`src/rtl/cfg_guard_pkg.sv`:
```
// Shared constants for the configuration change protection unit.
// Assumes mode 0 is the register mode and mode 1 the instruction mode;
// the status bit position of each mode equals its index.
package cfg_guard_pkg;
    localparam int NUM_MODES = 2;
    localparam int NUM_EV    = 5;

    // Event vector bit positions
    localparam int EV_MEM_WR = 0;
    localparam int EV_IO_WR  = 1;
    localparam int EV_SPM    = 2;
    localparam int EV_LPM    = 3;
    localparam int EV_SLEEP  = 4;

    localparam logic [7:0] SIG_IOREG = 8'hD8;
    localparam logic [7:0] SIG_INSTR = 8'h9D;

    localparam logic MASTER_CPU = 1'b0;

    // Signature byte that opens the given mode
    function automatic logic [7:0] mode_sig(input int idx);
        return (idx == 0) ? SIG_IOREG : SIG_INSTR;
    endfunction

    // Events that close the given mode early
    function automatic logic [NUM_EV-1:0] mode_close_mask(input int idx);
        logic [NUM_EV-1:0] m;
        m = '0;
        m[EV_MEM_WR] = 1'b1;
        m[EV_SLEEP]  = 1'b1;
        if (idx == 0) begin
            m[EV_IO_WR] = 1'b1;
            m[EV_SPM]   = 1'b1;
            m[EV_LPM]   = 1'b1;
        end
        return m;
    endfunction
endpackage

```
`src/rtl/cfg_guard_sigdec.sv`:
```
// Signature decoder: flags a CPU write of a mode's signature byte to the
// protection register. Assumes one bus write per cycle at most; writes
// from any master other than the CPU are never decoded.
module cfg_guard_sigdec
    import cfg_guard_pkg::*;
#(
    parameter int          ADDR_W   = 12,
    parameter logic [11:0] REG_ADDR = 12'h034
) (
    input  logic                 clk,
    input  logic                 rst_n,
    input  logic                 bus_we,
    input  logic [ADDR_W-1:0]    bus_addr,
    input  logic [7:0]           bus_wdata,
    input  logic                 bus_master,
    output logic [NUM_MODES-1:0] sig_hit
);
    logic reg_sel;

    // Qualify the write: CPU master, protection register address
    always_comb begin
        reg_sel = bus_we && (bus_master == MASTER_CPU)
                  && (bus_addr == REG_ADDR[ADDR_W-1:0]);
    end

    // Match the data byte against each mode's signature
    for (genvar m = 0; m < NUM_MODES; m++) begin : g_match
        always_comb begin
            sig_hit[m] = reg_sel && (bus_wdata == mode_sig(m));
        end
    end

    AST_SIG_ONEHOT: assert property (@(posedge clk) disable iff (!rst_n)
        $onehot0(sig_hit));
endmodule

```
`src/rtl/cfg_guard_window.sv`:
```
// Enable window of one unlock mode: a count loaded on signature, lowered
// by each retired instruction and cleared by any event in CLOSE_MASK.
// Assumes a signature in the same cycle as a closing event wins.
module cfg_guard_window
    import cfg_guard_pkg::*;
#(
    parameter int              WIN_LEN    = 4,
    parameter logic [NUM_EV-1:0] CLOSE_MASK = '1
) (
    input  logic              clk,
    input  logic              rst_n,
    input  logic              sig_hit,
    input  logic              retire,
    input  logic [NUM_EV-1:0] events,
    output logic              is_open
);
    localparam int CNT_W = $clog2(WIN_LEN + 1);
    localparam logic [CNT_W-1:0] CNT_LOAD = CNT_W'(WIN_LEN);

    logic [CNT_W-1:0] cnt;
    logic             close_now;

    // Early close when a masked event hits an open window
    always_comb begin
        close_now = |(events & CLOSE_MASK);
    end

    // Window count: load, clear, or count down on retire
    always_ff @(posedge clk) begin
        if (!rst_n) begin
            cnt <= '0;
        end else if (sig_hit) begin
            cnt <= CNT_LOAD;
        end else if (close_now) begin
            cnt <= '0;
        end else if (retire && (cnt != '0)) begin
            cnt <= cnt - 1'b1;
        end
    end

    assign is_open = (cnt != '0);

    AST_CNT_BOUND: assert property (@(posedge clk) disable iff (!rst_n)
        cnt <= CNT_LOAD);
    AST_SIG_RELOAD: assert property (@(posedge clk) disable iff (!rst_n)
        sig_hit |=> is_open && (cnt == CNT_LOAD));
    AST_EVENT_CLOSES: assert property (@(posedge clk) disable iff (!rst_n)
        (!sig_hit && close_now) |=> !is_open);
    AST_RETIRE_STEP: assert property (@(posedge clk) disable iff (!rst_n)
        (!sig_hit && !close_now && retire && is_open)
        |=> (cnt == $past(cnt) - 1'b1));
endmodule

```
`src/rtl/cfg_guard.sv`:
```
// Configuration change protection unit top. Decodes signature writes,
// runs one enable window per mode and exposes unlock, interrupt hold and
// status. Assumes class pulses describe CPU-executed instructions only.
module cfg_guard
    import cfg_guard_pkg::*;
#(
    parameter int          ADDR_W   = 12,
    parameter logic [11:0] REG_ADDR = 12'h034,
    parameter int          WIN_LEN  = 4
) (
    input  logic              clk,
    input  logic              rst_n,
    input  logic              bus_we,
    input  logic [ADDR_W-1:0] bus_addr,
    input  logic [7:0]        bus_wdata,
    input  logic              bus_master,
    input  logic              instr_retire,
    input  logic              cls_mem_wr,
    input  logic              cls_io_wr,
    input  logic              cls_spm,
    input  logic              cls_lpm,
    input  logic              cls_sleep,
    output logic              ioreg_unlocked,
    output logic              spm_unlocked,
    output logic              irq_hold,
    output logic [7:0]        stat_rdata
);
    logic [NUM_MODES-1:0] sig_hit;
    logic [NUM_MODES-1:0] mode_open;
    logic [NUM_EV-1:0]    events;

    // Gather class pulses into the event vector
    always_comb begin
        events            = '0;
        events[EV_MEM_WR] = cls_mem_wr;
        events[EV_IO_WR]  = cls_io_wr;
        events[EV_SPM]    = cls_spm;
        events[EV_LPM]    = cls_lpm;
        events[EV_SLEEP]  = cls_sleep;
    end

    cfg_guard_sigdec #(
        .ADDR_W  (ADDR_W),
        .REG_ADDR(REG_ADDR)
    ) u_sigdec (
        .clk       (clk),
        .rst_n     (rst_n),
        .bus_we    (bus_we),
        .bus_addr  (bus_addr),
        .bus_wdata (bus_wdata),
        .bus_master(bus_master),
        .sig_hit   (sig_hit)
    );

    for (genvar m = 0; m < NUM_MODES; m++) begin : g_mode
        cfg_guard_window #(
            .WIN_LEN   (WIN_LEN),
            .CLOSE_MASK(mode_close_mask(m))
        ) u_win (
            .clk    (clk),
            .rst_n  (rst_n),
            .sig_hit(sig_hit[m]),
            .retire (instr_retire),
            .events (events),
            .is_open(mode_open[m])
        );
    end

    // Output mapping: status bit index equals mode index
    always_comb begin
        ioreg_unlocked = mode_open[0];
        spm_unlocked   = mode_open[1];
        irq_hold       = |mode_open;
        stat_rdata     = '0;
        stat_rdata[NUM_MODES-1:0] = mode_open;
    end

    AST_DMA_NO_OPEN: assert property (@(posedge clk) disable iff (!rst_n)
        (bus_we && (bus_master != MASTER_CPU) && !ioreg_unlocked)
        |=> !ioreg_unlocked);
    AST_HOLD_COVERS: assert property (@(posedge clk) disable iff (!rst_n)
        (ioreg_unlocked || spm_unlocked) |-> irq_hold);
endmodule

```
`config.mk`:
```
export PLATFORM = sky130hd
export DESIGN_NAME = cfg_guard
export DESIGN_NICKNAME = d
export VERILOG_FILES = /design/src/rtl/cfg_guard_pkg.sv /design/src/rtl/cfg_guard_sigdec.sv /design/src/rtl/cfg_guard_window.sv /design/src/rtl/cfg_guard.sv
export SDC_FILE = /design/constraint.sdc
export NUM_CORES = 1
export LEC_CHECK = 0
export BUFFER_PORTS_ARGS = -buffer_cell sky130_fd_sc_hd__buf_2
export CORE_AREA = 2 2 39 41
export CTS_CLUSTER_DIAMETER = 30
export DETAILED_ROUTE_END_ITERATION = 7
export DIE_AREA = 0 0 41 43
export PLACE_DENSITY = 0.79
export SYNTH_ARGS = -nofsm -noshare
export SYNTH_HDL_FRONTEND = slang
export SYNTH_SLANG_ARGS = --single-unit
```
`constraint.sdc`:
```
create_clock -name clk -period 3.46 [get_ports clk]
set_clock_uncertainty 0.15 [all_clocks]
set_input_delay 0.692 -clock clk [delete_from_list [all_inputs] [get_ports clk]]
set_output_delay 0.692 -clock clk [all_outputs]
set_load 0.005 [all_outputs]
```
=== After elaboration in Yosys (flattened, before gate mapping) ===
Cells that the tools add are included.
W data, S select, Z words.

* Multiplexer cells: 6
* Reductions and logical operators: 15
* $add $sub $neg: 2
* Equality and inequality tests: 3
* Bitwise operators: 2

{| class="wikitable"
|+ Operators with widths
! cell !! count
|-
| $mux W3 || 6
|-
| $eq A8 B8 Y1 const B || 2
|-
| $eq A12 B6 Y1 const B || 1
|-
| $reduce_bool A3 Y1 || 4
|-
| $reduce_or A7 Y1 || 1
|-
| $logic_and A1 B1 Y1 || 6
|-
| $sub A3 B1 Y3 const B || 2
|-
| $reduce_or A5 Y1 || 1
|-
| $reduce_or A2 Y1 || 2
|-
| $reduce_or A4 Y1 || 1
|-
| $not A1 Y1 || 2
|}

* Register bits: 6
* Output and inout bits: 11
* Input bits: 30
* Logic and storage cells: 32

=== Longest topological paths before layout ===
* Depth in word-level cells: 5
* Depth in mapped cells: 6
* Gate-level depth less buffers: 6

=== By module ===
Synthesis repeated with hierarchy kept, for this count alone.

* Cells, all modules: 61
* Area, all modules: 520.5 um2

{| class="wikitable"
|+ Modules (own cells, without submodules)
! module !! cells an instance !! times used !! area each (um2) !! sequential area each (um2)
|-
| cfg_guard_window (g_mode[0].u_win) || 19 || 1 || 181.4 || 60.1
|-
| cfg_guard_window (g_mode[1].u_win) || 20 || 1 || 180.2 || 60.1
|-
| cfg_guard_sigdec || 12 || 1 || 88.8 || 0.0
|-
| cfg_guard || 10 || 1 || 70.1 || 0.0
|}

=== Worst setup path after synthesis ===
No wires, ideal clock.

* Kind: input port to flip-flop
* Start point: input bus_addr[8]
* End point: register g_mode[1].u_win.cnt[0]
* Data arrival time: 1550 ps
* Path slack: 1634 ps
* Stages: 4
* Required time: 3184 ps
* Library setup time: 126 ps
* Buffers on the path: 0
* Path through: nor4_2 nand4_2 o41ai_2 nor2_1

* Longest elaborated chain between the ends: 4

{| class="wikitable"
|+ RTL lines
! what !! RTL line !! RTL
|-
| start, declared || cfg_guard.sv:14 || <nowiki>input logic [ADDR_W-1:0] bus_addr,</nowiki>
|-
| $eq A12 B6 Y1 || cfg_guard_sigdec.sv:23 || <nowiki>&& (bus_addr == REG_ADDR[ADDR_W-1:0]);</nowiki>
|-
| $logic_and A1 B1 Y1 || cfg_guard_sigdec.sv:23 ||
|-
| $logic_and A1 B1 Y1 || cfg_guard_sigdec.sv:29 || <nowiki>sig_hit[m] = reg_sel && (bus_wdata == mode_sig(m));</nowiki>
|-
| $reduce_or A4 Y1 (no line) || -- ||
|-
| end signal, assigned || cfg_guard_window.sv:37 || <nowiki>cnt <= cnt - 1'b1;</nowiki>
|-
| end, declared || cfg_guard_window.sv:20 || <nowiki>logic [CNT_W-1:0] cnt;</nowiki>
|}

No other way between the ends.
A chain may end at the register's enable or synchronous reset.

=== Final worst setup path ===
* Start point: register g_mode[0].u_win.cnt[0]
* End point: output irq_hold

* Longest elaborated chain between the ends: 2

{| class="wikitable"
|+ RTL lines
! what !! RTL line !! RTL
|-
| start, declared || cfg_guard_window.sv:20 ||
|-
| start signal, assigned || cfg_guard_window.sv:37 ||
|-
| $reduce_bool A3 Y1 || cfg_guard_window.sv:41 || <nowiki>assign is_open = (cnt != '0);</nowiki>
|-
| $reduce_or A2 Y1 || cfg_guard.sv:73 || <nowiki>irq_hold = |mode_open;</nowiki>
|-
| end, declared || cfg_guard.sv:25 || <nowiki>output logic irq_hold,</nowiki>
|}

No other way between the ends.

==> run_results.csv <==
group,metric,value,unit
floorplanning,dieArea,0.00176,mm²
worst_setup_path,rr_worst_depth,5,
global_routing,grt_max_degree,7,
worst_setup_path,timing.rr.end,"g_mode[0].u_win.cnt[1]",
worst_setup_path,crit_chain,"inv_1, ha_1, nand2b_1, or2_2, buf_2",
min_path,hold_end,"g_mode[1].u_win.cnt[1]",
run,cap_violations,0,
clocking,post_cts_resized,0,
clocking,cts_buffers,3,
power,cellPowerDensity,233,mW/mm²
clocking,cts_hold_buf,0,
worst_setup_path,crit_type,"flop to primary output",
worst_setup_path,critical_path.max_fanout,5,
final_layout,multi_input_area,334,µm²
floorplanning,core,0.00138,mm²
clocking,cts_root_buffer,"clkbuf_4",
clocking,clockBufferDepth,2,
global_routing,grtUsageTotal,13.4,%
worst_setup_path,critPathLaunchType,"flop",
run_status,status,"completed",
final_layout,insertedDiodeCount,0,
synthesis,synth.top_cells.by_count,"buf_4, dfxtp_1, nand2_1",
synthesis,synthCells,61,
placement,dp_hpwl,935,µm
synthesis,synth-seq-cells,6,
synthesis,ys_top_cells_by_area,"dfxtp_1, buf_4, ha_1",
synthesis,synth_edf_count,0,
routing,first_pass_iters,2,
routing,ant_nets,0,
placement,postPlaceCellArea,659,µm²
worst_setup_path,crit_path_start,"g_mode[0].u_win.cnt[0]",
routing,wl,1.02,mm
routing,vias_per_cell,4.48,
sta,final.setup.worst_slack,1.26,ns
sta,fmax,454,MHz
min_path,hold_depth,2,
worst_setup_path,critical_path.top_delay_family,"simple AND/OR/NAND/NOR gates",
synthesis,ys.flop_type,"dfxtp_1",
final_layout,fin_util,49.3,%
final_layout,seqCellArea,120,µm²
synthesis,async_reset_ff_share,0,%
worst_setup_path,ff2ff_setup_slack,1.96,ns
sta,rsz0062_at_grt,"no",
worst_setup_path,slowest_delay,0.31,ns
power,finalPower,0.159,mW
synthesis,synth_area,510,µm²
synthesis,yosysUniqueCellTypes,28,
global_routing,globalRouteOverflowTotal,0,
power,vdd_drop_max,0.000109,V
global_routing,grt_antenna_before_repair,0,
worst_setup_path,end_kind,"primary output",
placement,preCtsSetupSlack,1.43,ns
final_layout,top_register,"g_mode.u_win.cnt",
clocking,clk_latency,0.24,ns
sta,setup_viol,0,
floorplanning,initial_core_util,36.9,%
final_layout,fin_area,682,µm²
global_routing,grt_pass1_wl,1.70,mm
floorplanning,num_rows,14,
clocking,cts_num_sinks,6,
worst_setup_path,required,2.62,ns
synthesis,synth_top_area_share,23.5,%
placement,place_congestion,0.774,
synthesis,yosysTopAreaCell,"dfxtp_1",
worst_setup_path,worstReg2RegStart,"g_mode[0].u_win.cnt[0]",
synthesis,yosysWarnings,0,
routing,drt_iter0_drc,8,
final_layout,drive_gt1_share,45.3,%
min_path,min_path_type,"flop to flop",
clocking,htree_levels,1,
routing,wl_per_cell,9.16,µm
global_routing,first_global_vias,473,
power,leakage,0.344,nW
sta,slew_viol_final,0,
floorplanning,die_y,43,µm
sta,fin_crit_sh,63.6,%
floorplanning,die-width,41,µm
worst_setup_path,cp.arrival,1.36,ns
worst_setup_path,crit_buf_inv,2,
clocking,cts_tree,"done",
worst_setup_path,crit_slowest_cell,"or2_2",
final_layout,fin_nets,131,
routing,drc_errors,0,
sta,fin_setup_tns,0,ns
min_path,hp-start,"g_mode[1].u_win.cnt[1]",
sta,finalHoldViolCount,0,
final_layout,nFillCells,147,
synthesis,synthMostInstantiatedCell,"buf_4",
synthesis,synth_area_per_cell,8.37,µm²
placement,portBuffers,34,
final_layout,largest_register_ffs,6,
final_layout,area_growth,33.6,%
final_layout,top_regs,"g_mode.u_win.cnt x6",
floorplanning,ioPinCount,41,
clocking,clk_pin_slew,0.04,ns
synthesis,seq_area_frac_synth,23.5,%
sta,min_period,2.20,ns
routing,vias,497,
clocking,postCtsSetupBuffers,0,
-- stage by stage --
stage          hold WS, ns  cells
3_3_place_gp         0.334    108
5_1_grt              0.393    111
4_1_cts              0.348    111
2_1_floorplan        0.311     66
6_report             0.344    111
3_5_place_dp         0.341    108
-- cells by family (layout without fill, tap and decap cells) --
| group | count (synthesis) | count (layout) | share of synthesized area [%] |
|---|---|---|---|
| and+or+nand+nor | 29 | 29 | 35.5 |
| buffers and inverters | 12 | 41 | 14.7 |
| AOI/OAI and AO/OA | 6 | 6 | 10.5 |
| DFF | 6 | 6 | 23.5 |
| adders and majority gates | 4 | 4 | 9.80 |
| xor gates and xnor gates | 3 | 3 | 5.15 |
| other | 1 | 6 | 0.735 |
-- worst register-to-register path, stage by stage (launching register included) --
cell and delay (ns):
dfxtp_1 0.29, inv_1 0.10, ha_1 0.18, nand2b_1 0.12, and3_1 0.20, a2111oi_0 0.34
-- cells in the final DEF (no fill, tap or decap) --
cell type / count
clkbuf_4: 3
xnor2_1: 3
ha_1: 4
and4bb_2: 1
nor4_2: 1
o41ai_2: 1
buf_2: 34
a21oi_1: 1
o32ai_1: 1
a2111oi_0: 1
a211oi_1: 1
conb_1: 6
nor3b_1: 1
nand3_1: 2
nor4b_2: 1
a21o_1: 1
nand4_1: 1
nor2b_1: 1
nand2b_1: 2
or2_2: 1
inv_1: 4
nor2_1: 3
or2b_1: 1
nor4_1: 1
nand4_2: 1
dfxtp_1: 6
nor3_1: 4
nand2_1: 6
and3_1: 2
-- how the worst max path moves through the flow --
stage / cells past startpoint / slack (ns) / to
after global routing: 5 / 1.17 / irq_hold
after CTS: 5 / 1.25 / irq_hold
after global placement: 5 / 1.47 / g_mode[1].u_win.cnt[0]
final: 5 / 1.26 / irq_hold
after detailed placement: 5 / 1.43 / g_mode[1].u_win.cnt[1]
after floorplan: 4 / 1.63 / g_mode[1].u_win.cnt[0]
-- final cells by class --
type                       instances  area share (%)
clock buffer                       3            3.30
timing repair buffer              34            25.0
tap                               16            2.94
multi-input combinational         48            49.0
sequential                         6            17.6
inverter                           4            2.20
-- routing by layer --
metal	vias up	global-route usage [%]	wire length [µm]	part of all wire (%)
li1	270	-	-	-
met1	213	16.2	441	43
met2	14	23.1	524	52
met3	0	3.14	51	5.0
met4	0	2.00	0	0
met5	-	0	0	0
-- report_power, final --
group          internal, mW  total [mW]  switching (mW)
clock                0.0392      0.0635          0.0243
combinational        0.0151      0.0260          0.0110
sequential           0.0693      0.0693   0.00000000478
(Power assumes the default switching activity.)
